[config.mk]
export PLATFORM = sky130hd
export DESIGN_NAME = cfg_serial_port
export DESIGN_NICKNAME = d
export VERILOG_FILES = /design/src/rtl/cfgp_pkg.sv /design/src/rtl/cfgp_shifter.sv /design/src/rtl/cfgp_gate.sv /design/src/rtl/cfgp_chan.sv /design/src/rtl/cfg_serial_port.sv
export SDC_FILE = /design/constraint.sdc
export NUM_CORES = 1
export LEC_CHECK = 0
export ABC_AREA = 1
export BUFFER_PORTS_ARGS = -buffer_cell sky130_fd_sc_hd__buf_2
export CORE_ASPECT_RATIO = 0.7
export CORE_MARGIN = 2
export CORE_UTILIZATION = 50
export CTS_CLUSTER_SIZE = 20
export DETAILED_ROUTE_END_ITERATION = 12
export GPL_TIMING_DRIVEN = 0
export PLACE_DENSITY = 0.73
export SLEW_MARGIN = 20
export SYNTH_ARGS = -nofsm -noshare
export SYNTH_HDL_FRONTEND = slang
export SYNTH_SLANG_ARGS = --single-unit
export TNS_END_PERCENT = 30
[constraint.sdc]
create_clock -name clk -period 2.45 [get_ports clk]
set_clock_uncertainty 0.15 [all_clocks]
set_input_delay 0.245 -clock clk [delete_from_list [all_inputs] [get_ports clk]]
set_output_delay 0.245 -clock clk [all_outputs]
set_load 0.005 [all_outputs]
[src/rtl/cfgp_pkg.sv]
package cfgp_pkg;
  localparam int BYTE_W   = 8;
  localparam int SLOT_W   = 6;
  localparam int ADDR_W   = 6;
  localparam int NCH      = 2;
  localparam int CH_Y     = 0;
  localparam int CH_X     = 1;
  localparam int ALRST_BIT = 4;
  localparam logic [BYTE_W-1:0] CTRL_RST = 8'h20;

  localparam logic [2:0] IDX_ADDR  = 3'd0;
  localparam logic [2:0] IDX_CTRL  = 3'd1;
  localparam logic [2:0] IDX_ISLOT = 3'd2;
  localparam logic [2:0] IDX_OSLOT = 3'd3;
  localparam logic [2:0] IDX_DONE  = 3'd4;
endpackage

[src/rtl/cfgp_shifter.sv]
module cfgp_shifter #(
  parameter int BYTE_W = 8
) (
  input  logic              clk,
  input  logic              rst_n,
  input  logic              enable,
  input  logic              sclk,
  input  logic              sdi,
  input  logic              cs_n,
  output logic              byte_stb,
  output logic [BYTE_W-1:0] byte_data
);
  localparam int CNT_W = $clog2(BYTE_W);
  localparam logic [CNT_W-1:0] LAST = CNT_W'(BYTE_W - 1);

  logic              sclk_q;
  logic [CNT_W-1:0]  cnt_q, cnt_n;
  logic [BYTE_W-2:0] sh_q, sh_n;
  logic              active, rise;

  assign active    = enable & ~cs_n;
  assign rise      = sclk & ~sclk_q;
  assign byte_stb  = active & rise & (cnt_q == LAST);
  assign byte_data = {sdi, sh_q};

  always_comb begin
    cnt_n = cnt_q;
    sh_n  = sh_q;
    if (!active) begin
      cnt_n = '0;
    end else if (rise) begin
      sh_n  = {sdi, sh_q[BYTE_W-2:1]};
      cnt_n = (cnt_q == LAST) ? '0 : cnt_q + 1'b1;
    end
  end

  always_ff @(posedge clk or negedge rst_n) begin
    if (!rst_n) begin
      sclk_q <= 1'b0;
      cnt_q  <= '0;
      sh_q   <= '0;
    end else begin
      sclk_q <= sclk;
      cnt_q  <= cnt_n;
      sh_q   <= sh_n;
    end
  end

  // partial bytes are discarded when the select rises
  assert_cnt_clear_R6: assert property (@(posedge clk) disable iff (!rst_n)
    cs_n |=> (cnt_q == '0));
endmodule

[src/rtl/cfgp_gate.sv]
module cfgp_gate #(
  parameter int ADDR_W = 6,
  parameter int NCH    = 2
) (
  input  logic              clk,
  input  logic              rst_n,
  input  logic              enable,
  input  logic              cs_n,
  input  logic              byte_stb,
  input  logic [ADDR_W:0]   byte_lo,
  input  logic [ADDR_W-1:0] dev_addr,
  output logic              busy,
  output logic [NCH-1:0]    wr_ctrl,
  output logic [NCH-1:0]    wr_islot,
  output logic [NCH-1:0]    wr_oslot
);
  import cfgp_pkg::*;
  localparam int CH_BIT = ADDR_W;

  logic [2:0]     idx_q, idx_n;
  logic           match_q, match_n;
  logic           chan_q, chan_n;
  logic           hit;
  logic [NCH-1:0] sel;

  always_comb begin
    idx_n   = idx_q;
    match_n = match_q;
    chan_n  = chan_q;
    if (!enable || cs_n) begin
      idx_n   = IDX_ADDR;
      match_n = 1'b0;
      chan_n  = 1'b0;
    end else if (byte_stb) begin
      if (idx_q == IDX_ADDR) begin
        match_n = (byte_lo[ADDR_W-1:0] == dev_addr);
        chan_n  = byte_lo[CH_BIT];
      end
      if (idx_q != IDX_DONE) idx_n = idx_q + 3'd1;
    end
  end

  always_ff @(posedge clk or negedge rst_n) begin
    if (!rst_n) begin
      idx_q   <= IDX_ADDR;
      match_q <= 1'b0;
      chan_q  <= 1'b0;
    end else begin
      idx_q   <= idx_n;
      match_q <= match_n;
      chan_q  <= chan_n;
    end
  end

  assign hit      = byte_stb & match_q;
  assign sel      = NCH'(1) << chan_q;
  assign wr_ctrl  = (hit && idx_q == IDX_CTRL)  ? sel : '0;
  assign wr_islot = (hit && idx_q == IDX_ISLOT) ? sel : '0;
  assign wr_oslot = (hit && idx_q == IDX_OSLOT) ? sel : '0;
  assign busy     = match_q;

  assert_busy_release_R9: assert property (@(posedge clk) disable iff (!rst_n)
    cs_n |=> !busy);
  assert_busy_source_R9: assert property (@(posedge clk) disable iff (!rst_n)
    $rose(busy) |-> $past(byte_stb));
  assert_one_write_R4: assert property (@(posedge clk) disable iff (!rst_n)
    $onehot0({wr_ctrl, wr_islot, wr_oslot}));
endmodule

[src/rtl/cfgp_chan.sv]
module cfgp_chan #(
  parameter int BYTE_W = 8,
  parameter int SLOT_W = 6
) (
  input  logic              clk,
  input  logic              rst_n,
  input  logic              slot_en,
  input  logic              wr_ctrl,
  input  logic              wr_islot,
  input  logic              wr_oslot,
  input  logic              alg_done,
  input  logic [BYTE_W-1:0] data,
  output logic [BYTE_W-1:0] ctrl,
  output logic [SLOT_W-1:0] islot,
  output logic [SLOT_W-1:0] oslot
);
  import cfgp_pkg::*;

  logic [BYTE_W-1:0] ctrl_q, ctrl_n;
  logic [SLOT_W-1:0] is_q, is_n, os_q, os_n;

  always_comb begin
    ctrl_n = ctrl_q;
    is_n   = is_q;
    os_n   = os_q;
    if (wr_ctrl)       ctrl_n = data;
    else if (alg_done) ctrl_n[ALRST_BIT] = 1'b0;
    if (wr_islot)      is_n = data[SLOT_W-1:0];
    if (wr_oslot)      os_n = data[SLOT_W-1:0];
  end

  always_ff @(posedge clk or negedge rst_n) begin
    if (!rst_n) begin
      ctrl_q <= CTRL_RST;
      is_q   <= '0;
      os_q   <= '0;
    end else begin
      ctrl_q <= ctrl_n;
      is_q   <= is_n;
      os_q   <= os_n;
    end
  end

  assign ctrl  = ctrl_q;
  assign islot = slot_en ? is_q : '0;
  assign oslot = slot_en ? os_q : '0;

  assert_alrst_clear_R8: assert property (@(posedge clk) disable iff (!rst_n)
    (alg_done && !wr_ctrl) |=> !ctrl_q[ALRST_BIT]);
  assert_hw_hold_R10: assert property (@(posedge clk) disable iff (!rst_n)
    (!slot_en && !alg_done) |=> ($stable(ctrl_q) && $stable(is_q) && $stable(os_q)));
endmodule

[src/rtl/cfg_serial_port.sv]
module cfg_serial_port
  import cfgp_pkg::*;
(
  input  logic              clk,
  input  logic              rst_n,
  input  logic              hw_mode_n,
  input  logic [ADDR_W-1:0] dev_addr,
  input  logic              sclk,
  input  logic              sdi,
  input  logic              cs_n,
  input  logic [NCH-1:0]    alg_rst_done,
  output logic [BYTE_W-1:0] ctrl_x,
  output logic [BYTE_W-1:0] ctrl_y,
  output logic [SLOT_W-1:0] in_slot_x,
  output logic [SLOT_W-1:0] out_slot_x,
  output logic [SLOT_W-1:0] in_slot_y,
  output logic [SLOT_W-1:0] out_slot_y,
  output logic              busy
);
  logic              byte_stb;
  logic [BYTE_W-1:0] byte_data;
  logic [NCH-1:0]    wr_ctrl, wr_islot, wr_oslot;
  logic [BYTE_W-1:0] ctrl_a  [NCH];
  logic [SLOT_W-1:0] islot_a [NCH];
  logic [SLOT_W-1:0] oslot_a [NCH];

  cfgp_shifter #(.BYTE_W(BYTE_W)) u_shift (
    .clk(clk), .rst_n(rst_n), .enable(hw_mode_n), .sclk(sclk), .sdi(sdi),
    .cs_n(cs_n), .byte_stb(byte_stb), .byte_data(byte_data)
  );

  cfgp_gate #(.ADDR_W(ADDR_W), .NCH(NCH)) u_gate (
    .clk(clk), .rst_n(rst_n), .enable(hw_mode_n), .cs_n(cs_n),
    .byte_stb(byte_stb), .byte_lo(byte_data[ADDR_W:0]), .dev_addr(dev_addr),
    .busy(busy), .wr_ctrl(wr_ctrl), .wr_islot(wr_islot), .wr_oslot(wr_oslot)
  );

  for (genvar c = 0; c < NCH; c++) begin : g_ch
    cfgp_chan #(.BYTE_W(BYTE_W), .SLOT_W(SLOT_W)) u_chan (
      .clk(clk), .rst_n(rst_n), .slot_en(hw_mode_n),
      .wr_ctrl(wr_ctrl[c]), .wr_islot(wr_islot[c]), .wr_oslot(wr_oslot[c]),
      .alg_done(alg_rst_done[c]), .data(byte_data),
      .ctrl(ctrl_a[c]), .islot(islot_a[c]), .oslot(oslot_a[c])
    );
  end

  assign ctrl_x     = ctrl_a[CH_X];
  assign ctrl_y     = ctrl_a[CH_Y];
  assign in_slot_x  = islot_a[CH_X];
  assign out_slot_x = oslot_a[CH_X];
  assign in_slot_y  = islot_a[CH_Y];
  assign out_slot_y = oslot_a[CH_Y];
endmodule

# [Word level (Yosys, flattened, before mapping)]
# Index checks and enable logic that the tools add are counted.
[word_totals] mem_bits_ro=0 register_bits=56 ramBits=0 in_bits=14 out_inout_bits=41 latchBits=0 n_memories=0
[classes] bitwise_logic=7 magnitude_cmp=0 n_reduce_logical=14 div=0 addsub=2 eq_ne=7 mul=0 mux=23 shifts=1
[op_table] operator="6-bit two-way mux" n=4
[op_table] operator="3-bit two-way mux" n=6
[op_table] operator="1-bit two-way mux" n=10
[op_table] operator="2-bit nonzero test" n=5
[op_table] operator="3-bit by 1-bit adder with 3-bit output, second input constant" n=2
[op_table] operator="3-bit by 2-bit == test with 1-bit output, second input constant" n=2
[op_table] operator="6-bit == test" n=1
[op_table] operator="2-bit two-way mux" n=3
[op_table] operator="2-bit AND reduction" n=3
[op_table] operator="1-bit AND" n=5
[op_table] operator="3-bit by 1-bit == test with 1-bit output, second input constant" n=1
[op_table] operator="3-bit == test, second input constant" n=1
[op_table] operator="1-bit logical AND" n=3
[op_table] operator="3-bit zero test" n=1
[op_table] operator="3-bit inequality test, second input constant" n=1
[op_table] operator="2-bit inequality test, second input constant" n=1
[op_table] operator="1-bit NOT" n=2
[op_table] operator="1-bit by 1-bit << shifter with 2-bit output, first input constant" n=1
[op_table] operator="1-bit zero test" n=1
[op_table] operator="1-bit logical OR" n=1

# [Depth between registers and ports, before layout]
# Gate-level depths: netlist of run 1.
[depth] depth_word=8 depth_mapped=9

# [Cells and area by module]
# From an unflattened synthesis of run 1, not the netlist that was laid out.
[hier_totals] hier_cells=345 hier_area_um2=2716.4
[modules_own_cells] mod="cfgp_chan" area_per_inst_um2=870.8 cells_each=109 seq_area_each_um2=501.7 instances=2
[modules_own_cells] mod="cfgp_shifter" area_per_inst_um2=521.8 cells_each=58 seq_area_each_um2=275.3 instances=1
[modules_own_cells] mod="cfgp_gate" area_per_inst_um2=452.9 cells_each=69 seq_area_each_um2=125.1 instances=1

# [Worst setup path before layout of run 1]
# OpenSTA, ideal clock, no wires.
[synth_path] path_kind="register to register" start="reg u_shift.cnt_q[0]" end="reg g_ch[0].u_chan.os_q[4]" arrival_time_ns=1.357 slack_ns=0.869 setup_ns=0.074 path_stages_with_launch=9 required_time_ns=2.226 n_path_buf=1 cell_sequence="dfrtp_1 > ha_1 > ha_1 > inv_1 > nor2_8 > nand3_1 > buf_4 > nand2_1 > o21ai_2"
[synth_via] elab_chain_cells=5
[synth_rtl] element="start, declared" line="cfgp_shifter.sv:17" text="logic [CNT_W-1:0] cnt_q, cnt_n;"
[synth_rtl] element="start signal, assigned" line="cfgp_shifter.sv:44" text="cnt_q <= cnt_n;"
[synth_rtl] element="3-bit == test" line="cfgp_shifter.sv:23" text="assign byte_stb = active & rise & (cnt_q == LAST);"
[synth_rtl] element="1-bit AND" line="cfgp_shifter.sv:23"
[synth_rtl] element="1-bit AND" line="cfgp_gate.sv:55" text="assign hit = byte_stb & match_q;"
[synth_rtl] element="1-bit logical AND" line="cfgp_gate.sv:59" text="assign wr_oslot = (hit && idx_q == IDX_OSLOT) ? sel : '0;"
[synth_rtl] element="2-bit two-way mux" line="cfgp_gate.sv:59"
[synth_rtl] element="end signal, assigned" line="cfgp_chan.sv:40" text="os_q <= os_n;"
[synth_rtl] element="end, declared" line="cfgp_chan.sv:20" text="logic [SLOT_W-1:0] is_q, is_n, os_q, os_n;"
# No other way between the ends.
# A chain may end at the register's enable or synchronous reset.

# [Worst setup path after layout of run 1]
[layout_path] start="in sclk" end="reg g_ch[0].u_chan.ctrl_q[7]"
[layout_via] elab_chain_cells=6
[layout_rtl] element="start, declared" line="cfg_serial_port.sv:8" text="input logic sclk,"
[layout_rtl] element="1-bit AND" line="cfgp_shifter.sv:22" text="assign rise = sclk & ~sclk_q;"
[layout_rtl] element="1-bit AND (2 in series)" line="cfgp_shifter.sv:23"
[layout_rtl] element="1-bit AND" line="cfgp_gate.sv:55"
[layout_rtl] element="1-bit logical AND" line="cfgp_gate.sv:57" text="assign wr_ctrl = (hit && idx_q == IDX_CTRL) ? sel : '0;"
[layout_rtl] element="2-bit two-way mux" line="cfgp_gate.sv:57"
[layout_rtl] element="end signal, assigned" line="cfgp_chan.sv:38" text="ctrl_q <= ctrl_n;"
[layout_rtl] element="end, declared" line="cfgp_chan.sv:19" text="logic [BYTE_W-1:0] ctrl_q, ctrl_n;"
# No other way between the ends.

==> flow_summary.json, run 1 <==
{
  "run_status": "finished clean",
  "htreeDepth": 2,
  "setup_viol": 0,
  "rows": 22,
  "worstSetupPathType": "in2reg",
  "yosys_warnings": 0,
  "core_um2": 5310,
  "p_sw_mw": 0.476,
  "p_seq_frac": 0.580,
  "grt_pass1_wl_mm": 10.2,
  "crit_arrival_ns": 2.02,
  "startpoint": "sclk",
  "clock-sinks": 56,
  "synthToLayoutAreaGrowth_pct": 17.0,
  "regToRegEndpoint": "g_ch[0].u_chan.ctrl[7]",
  "vias_per_cell": 5.00,
  "floorplan.die_area_um2": 6190,
  "clk_pin_slew_ns": 0.10,
  "intPower_mw": 1.24,
  "drive_gt1_frac": 0.201,
  "switching_share": 0.278,
  "clockPowerShare": 0.309,
  "die_width_um": 93.2,
  "ys_seq_area_frac": 0.504,
  "layout_common_cells": "nand2_1, dfrtp_1, buf_2",
  "die_y_um": 66.4,
  "timing.rr.start": "u_shift.cnt_q[0]",
  "worstPathRequired_ns": 2.51,
  "drtIter0Drc": 215,
  "yosysTopAreaCellShare": 0.486,
  "grt_pass1_vias": 2109,
  "portBuffers": 53,
  "crit_path_top_delay_cell": "dlygate4sd3_1",
  "ant_nets": 0,
  "cts_tree": "yes",
  "placed_area_um2": 3140,
  "routed_wl_mm": 6.20,
  "overflow": 0,
  "syn_area_per_cell_um2": 8.18,
  "ios": 55,
  "power_leakage_nw": 2.00,
  "vias": 2374,
  "slowest_delay_ns": 0.52,
  "fillers": 483,
  "place_inst": 465,
  "post-route-drc-count": 0,
  "synth_top_cell_by_area": "dfrtp_1",
  "clk_latency_ns": 0.31,
  "final_cell_area_um2": 3250,
  "cts-root-buf": "clkbuf_8",
  "grt_usage": 0.216,
  "pwr-share-comb": 0.111,
  "grt_setup_unrepaired": "no",
  "final_hold_viol_count": 0,
  "detailed_place_hpwl_mm": 4.62,
  "layout_commonest_cell": "nand2_1",
  "synth_cells": 340,
  "r2r_slack_ns": 0.63,
  "path_max_fanout": 8,
  "fmax_mhz": 511,
  "fin_crit_sh": 0.799,
  "grt_max_degree": 57,
  "antenna_found_initial": 0,
  "endpoint": "g_ch[0].u_chan.ctrl[7]",
  "gp_congestion": 0.854,
  "synth_area_leaders": "dfrtp_1, nand2_1, nand4_1, inv_1, ha_1",
  "cts_resized": 0,
  "final_cells": 475,
  "post_drt_wl_per_cell_um": 13.0,
  "worst_slew_margin_rel": 0.541,
  "setup_ws_ns": 0.492,
  "hold_class": "in2reg",
  "ys_types": 26,
  "cts_max_path_buffers": 2,
  "syn-num-nets": 361,
  "finalSetupTns_ns": 0,
  "critPathLaunchType": "primary input",
  "crit_chain": "dlygate4sd3_1, buf_2, inv_1, nor2_2, nand2_4, nor2_8, nand4_1, nand2_1, nand2_1",
  "initial_core_util": 0.524,
  "powerDensity_nw_per_um2": 527,
  "synth_area_um2": 2780,
  "ir_worst_vdd_v": 0.000330,
  "n_antenna_cell": 0,
  "ys_ff_latch": 56,
  "finalPower_mw": 1.71,
  "r2r_cells": 7,
  "first_pass_iters": 4,
  "maxSlewViolCount": 0,
  "drv_cap": 0,
  "period_minus_slack_ns": 1.96,
  "pre_cts_ws_ns": 0.633,
  "layout.nets": 423,
  "cpMostUsedCell": "nand2_1",
  "tightest_slew_ns": 0.689,
  "cp-end-kind": "register",
  "numCtsBuffers": 5
}
[area by class of cell]
cell class                 instances  area (µm²)  share of cell area
inverter                          54         205              0.0631
clock buffer                       7        86.3              0.0265
clock inverter                     1        7.51             0.00231
buffer                            16        91.3              0.0281
sequential                        56        1400               0.431
multi-input combinational        214        1080               0.333
timing repair buffer              55         288              0.0884
tap                               72        90.1              0.0277
[power groups by stage]
stage,Combinational (mW),Clock (mW),Sequential [mW]
3_5_place_dp,0.188,0,1.01
6_report,0.191,0.530,0.993
5_1_grt,0.215,0.579,0.998
3_3_place_gp,0.184,0,1.01
4_1_cts,0.191,0.538,0.993
2_1_floorplan,0.120,0,0.995
[worst max-delay path: cells and delay by family]
kind	cells	cell delay, ns
buffers and inverters	3	0.68
AND/OR/NAND/NOR	6	1.09
[sequential cells by signal (all words and copies together) (netlist names)]
register	cells
u_shift.sh_q	7
u_shift.sclk_q	1
u_gate.chan_q	1
u_shift.cnt_q	3
g_ch.u_chan.is_q	12
g_ch.u_chan.ctrl	16
u_gate.idx_q	3
g_ch.u_chan.os_q	12
u_gate.busy	1
[cell usage after synthesis]
cell        n
o21ai_1     6
o22ai_1     1
dfstp_2     2
nand3_2     1
buf_6       3
nand4_1    33
a31oi_1     1
nand2_1   122
clkinv_1    2
nor2_2      1
nor2_4      1
o21ai_0    14
nor2_1      9
buf_4       2
inv_1      51
o21ai_2     6
dfrtp_1    54
a21oi_1     2
nand2_4     1
buf_2       1
clkbuf_1   10
nor2_8      2
nand3_1     5
ha_1        7
inv_4       1
xnor2_1     2
[cells by family (layout without fill, tap and decap cells)]
family / count (synthesis) / after routing / synth area share
simple gates: 175 / 175 / 0.288
buf+inv: 70 / 133 / 0.107
flops: 56 / 56 / 0.504
compound gates: 30 / 30 / 0.0630
fa+ha+maj: 7 / 7 / 0.0315
xor+xnor: 2 / 2 / 0.00630
[worst min path at each step]
stage,startpoint,endpoint,slack (ns),cells after the start
finish,alg_rst_done[0],g_ch[0].u_chan.ctrl[4],0.01,4
global route,alg_rst_done[1],g_ch[1].u_chan.ctrl[4],0.02,4
CTS,alg_rst_done[0],g_ch[0].u_chan.ctrl[4],0.01,4
detailed placement,rst_n,u_shift.sclk_q,0.18,1
global placement,sclk,u_shift.sclk_q,0.22,1
floorplan,rst_n,g_ch[0].u_chan.ctrl[0],-0.20,0
[per-stage QoR]
step / hold WS, ns / util
2_1_floorplan: -0.201 / -
6_report: 0.0115 / 0.613
3_5_place_dp: 0.183 / 0.591
3_3_place_gp: 0.218 / 0.591
5_1_grt: 0.0208 / 0.613
4_1_cts: 0.0131 / 0.613
[per-layer routing]
layer	global-route usage	part of all wire
met2	0.312	0.43
met5	0	0
met1	0.323	0.48
met4	0.0680	0.011
met3	0.0479	0.081
[timing repair]
| action | CTS | global route |
|---|---|---|
| buffers inserted | 0 | 0 |
| hold buffers | 2 | 0 |
| endpoints found under the setup margin | 0 | 0 |
| endpoints found under the hold margin | 55 | 0 |
Power figures use the tool's default switching activity.
==> run 2, diff against run 1 <==
--- a/config.mk
+++ b/config.mk
@@ -5,15 +5,15 @@
 export SDC_FILE = /design/constraint.sdc
 export NUM_CORES = 1
 export LEC_CHECK = 0
-export ABC_AREA = 1
+export ABC_AREA = 0
 export BUFFER_PORTS_ARGS = -buffer_cell sky130_fd_sc_hd__buf_2
 export CORE_ASPECT_RATIO = 0.7
 export CORE_MARGIN = 2
-export CORE_UTILIZATION = 50
+export CORE_UTILIZATION = 49
 export CTS_CLUSTER_SIZE = 20
 export DETAILED_ROUTE_END_ITERATION = 12
 export GPL_TIMING_DRIVEN = 0
-export PLACE_DENSITY = 0.73
+export PLACE_DENSITY = 0.75
 export SLEW_MARGIN = 20
 export SYNTH_ARGS = -nofsm -noshare
 export SYNTH_HDL_FRONTEND = slang
==> constraint.sdc (replaced) <==
create_clock -name clk -period 1.7 [get_ports clk]
set_clock_uncertainty 0.15 [all_clocks]
set_input_delay 0.17 -clock clk [delete_from_list [all_inputs] [get_ports clk]]
set_output_delay 0.17 -clock clk [all_outputs]
set_load 0.005 [all_outputs]
==> run 2 against run 1 <==
  * Combinational power increased by 48%
  * The flow now finishes with violations (negative setup slack)
  * Via count is 24% lower
  * Area after synthesis decreased by 3.2%
  * First-iteration DRC count decreased by 65%
  * Largest cell class unchanged
  * Non-clock buffer count up 2
  * Critical path depth shrank 3
  * Register-to-register slack got worse by 0.83 ns
  * Count of clock-buffer cells in the layout is 1 lower
==> flow_summary.json, run 2 <==
{
  "path_max_fanout": 8,
  "synth_cells": 213,
  "grt_pass1_vias": 1822,
  "grt_max_degree": 57,
  "cts_tree": "yes",
  "finalPower_mw": 2.52,
  "rows": 22,
  "die_y_um": 66.0,
  "worstSetupPathType": "reg2reg",
  "drive_gt1_frac": 0.461,
  "setup_ws_ns": -0.197,
  "largest_reg_flops": 16,
  "synth_adder_area_share": 0.0325,
  "slowest_delay_ns": 0.37,
  "first_pass_iters": 4,
  "fmax_mhz": 527,
  "initial_core_util": 0.510,
  "cp-end-kind": "register",
  "ios": 55,
  "final_hold_viol_count": 0,
  "ant_nets": 0,
  "maxSlewViolCount": 0,
  "floorplan.die_area_um2": 6120,
  "grt_setup_unrepaired": "yes",
  "place_inst": 339,
  "power_leakage_nw": 1.83,
  "ys_types": 35,
  "layout_common_cells": "dfrtp_1, buf_2, mux2_4",
  "synth_compound_area_frac": 0.0339,
  "vias": 1797,
  "post_drt_wl_per_cell_um": 15.8,
  "synth.cells.most_frequent": "dfrtp_1, mux2_2, and2_1",
  "synth_area_um2": 2690,
  "synth_top_cell_by_area": "dfrtp_1",
  "ys_ff_latch": 56,
  "vias_per_cell": 5.08,
  "drv_cap": 0,
  "yosysTopAreaCellShare": 0.502,
  "routed_wl_mm": 5.59,
  "layout_commonest_cell": "dfrtp_1",
  "overflow": 0,
  "htreeDepth": 2,
  "layout.nets": 302,
  "drtIter0Drc": 75,
  "yosys_most_used_dff": "dfrtp_1",
  "synth_area_leaders": "dfrtp_1, mux2_2, and2_1, ha_1, nand2_1",
  "crit_path_top_delay_cell": "mux2_4",
  "n_antenna_cell": 0,
  "antenna_found_initial": 0,
  "syn_area_per_cell_um2": 12.6,
  "synth_most_common_cell": "dfrtp_1",
  "syn-num-nets": 234,
  "hold_slack_ns": 0.0358,
  "grt_pass1_wl_mm": 9.36,
  "portBuffers": 54,
  "run_status": "finished with violations",
  "r2r_slack_ns": -0.20,
  "cts-root-buf": "clkbuf_8",
  "detailed_place_hpwl_mm": 3.93,
  "setup_viol": 35,
  "violations": "negative setup slack",
  "post-route-drc-count": 0,
  "synth-edff-count": 0,
  "period_minus_slack_ns": 1.90,
  "cpLargestDelayFamily": "simple AND/OR/NAND/NOR gates",
  "powerDensity_nw_per_um2": 750,
  "fin_crit_sh": 1.12,
  "critPathBufInv": 1,
  "yosys_warnings": 0,
  "numCtsBuffers": 5,
  "core_um2": 5290,
  "synthXorXnorAreaFrac": 0.0195,
  "tightest_slew_ns": 0.710,
  "clk_latency_ns": 0.31,
  "clk_pin_slew_ns": 0.09,
  "worstPathRequired_ns": 1.75,
  "ir_worst_vdd_v": 0.000533,
  "synth_top_family_by_area": "simple AND/OR/NAND/NOR gates",
  "gp_congestion": 0.795,
  "hold_class": "in2reg",
  "synthToLayoutAreaGrowth_pct": 24.7,
  "cts_max_path_buffers": 2,
  "pre_cts_ws_ns": -0.280,
  "synth-simple-area-share": 0.185,
  "crit_arrival_ns": 1.94,
  "final_cells": 354,
  "crit_chain": "ha_2, ha_4, and3b_2, buf_8, nand4_4, mux2_4",
  "postSynth.asyncResetShare": 1.00,
  "grt_usage": 0.199,
  "ys_seq_area_frac": 0.521,
  "fillers": 434,
  "synth.area.mux_share": 0.178,
  "die_width_um": 92.6,
  "clock-sinks": 56,
  "worst_slew_margin_rel": 0.526,
  "critPathLaunchType": "register",
  "finalSetupTns_ns": -5.09
}
==> run 2: cell types whose count changed in the layout (fill, tap and decap cells not counted), sizes merged, moves of 3 or more <==
cell | previous run | this run
nand2 | 123 | 18
inv | 52 | 5
mux2 | 0 | 40
nand4 | 33 | 5
and2 | 0 | 24
o21ai | 26 | 4
nor2 | 13 | 5
xnor2 | 2 | 6
and4bb | 0 | 3
mux2i | 0 | 3
nand3 | 6 | 3
nor2b | 0 | 3
==> run 2: per-stage QoR <==
stage | utilization | area (µm²)
after floorplan | - | 2740
after global placement | 0.586 | 3100
after detailed placement | 0.587 | 3100
after CTS | 0.628 | 3320
after global routing | 0.635 | 3360
final | 0.635 | 3360
==> run 2: where the power goes <==
part,switching [mW],total [mW],internal [mW]
Sequential,0.0127,1.38,1.37
Clock,0.417,0.855,0.438
Combinational,0.194,0.283,0.0891
==> run 2: repair_timing <==
item	CTS	global route
pin swaps	2	3
hold buffers	3	0
gates resized for setup	15	9
cloned	0	0
setup buffers	3	1
endpoints found under the setup margin	35	38
hold endpoints to repair	58	0
==> run 2: worst paths after layout <==
path	depth (start not counted)	endpoint	startpoint
setup / recovery	6	g_ch[1].u_chan.ctrl[1]	u_shift.cnt_q[1]
hold / removal	4	u_gate.busy	dev_addr[0]
setup reg to reg	6	g_ch[1].u_chan.ctrl[1]	u_shift.cnt_q[1]
hold reg to reg	1	g_ch[0].u_chan.os_q[0]	g_ch[0].u_chan.os_q[0]
max in group asynchronous	2	g_ch[1].u_chan.ctrl[7]	rst_n
min in group asynchronous	2	u_shift.sclk_q	rst_n
==> run 2: layout make-up <==
class | count | area, µm² | share of cell area
inverter | 5 | 18.8 | 0.00559
clock inverter | 2 | 35.0 | 0.0104
multi-input combinational | 140 | 1340 | 0.398
sequential | 56 | 1400 | 0.418
tap | 72 | 90.1 | 0.0268
clock buffer | 6 | 72.6 | 0.0216
buffer | 12 | 63.8 | 0.0190
timing repair buffer | 61 | 337 | 0.100
==> run 2: routing by layer <==
layer	global-route usage	vias to the layer above	wire [µm]
met5	0	-	0
met4	0.0496	0	43
met3	0.0490	5	322
met2	0.317	46	2440
met1	0.278	880	2780
li1	-	866	-
==> run 2: worst reg2reg max path, cell delays in order, from the launching register on <==
cell     delay [ns]
dfrtp_1        0.36
ha_2           0.19
ha_4           0.14
and3b_2        0.19
buf_8          0.14
nand4_4        0.25
mux2_4         0.37
==> run 2: cell families (layout without fill, tap and decap cells) <==
family	Yosys count	after routing
AND/OR/NAND/NOR	70	70
multiplexers	43	43
adder cells (fa/ha/maj)	7	7
XOR/XNOR	6	6
flip-flops	56	56
buffers and inverters	17	86
AO/OA/AOI/OAI	14	14
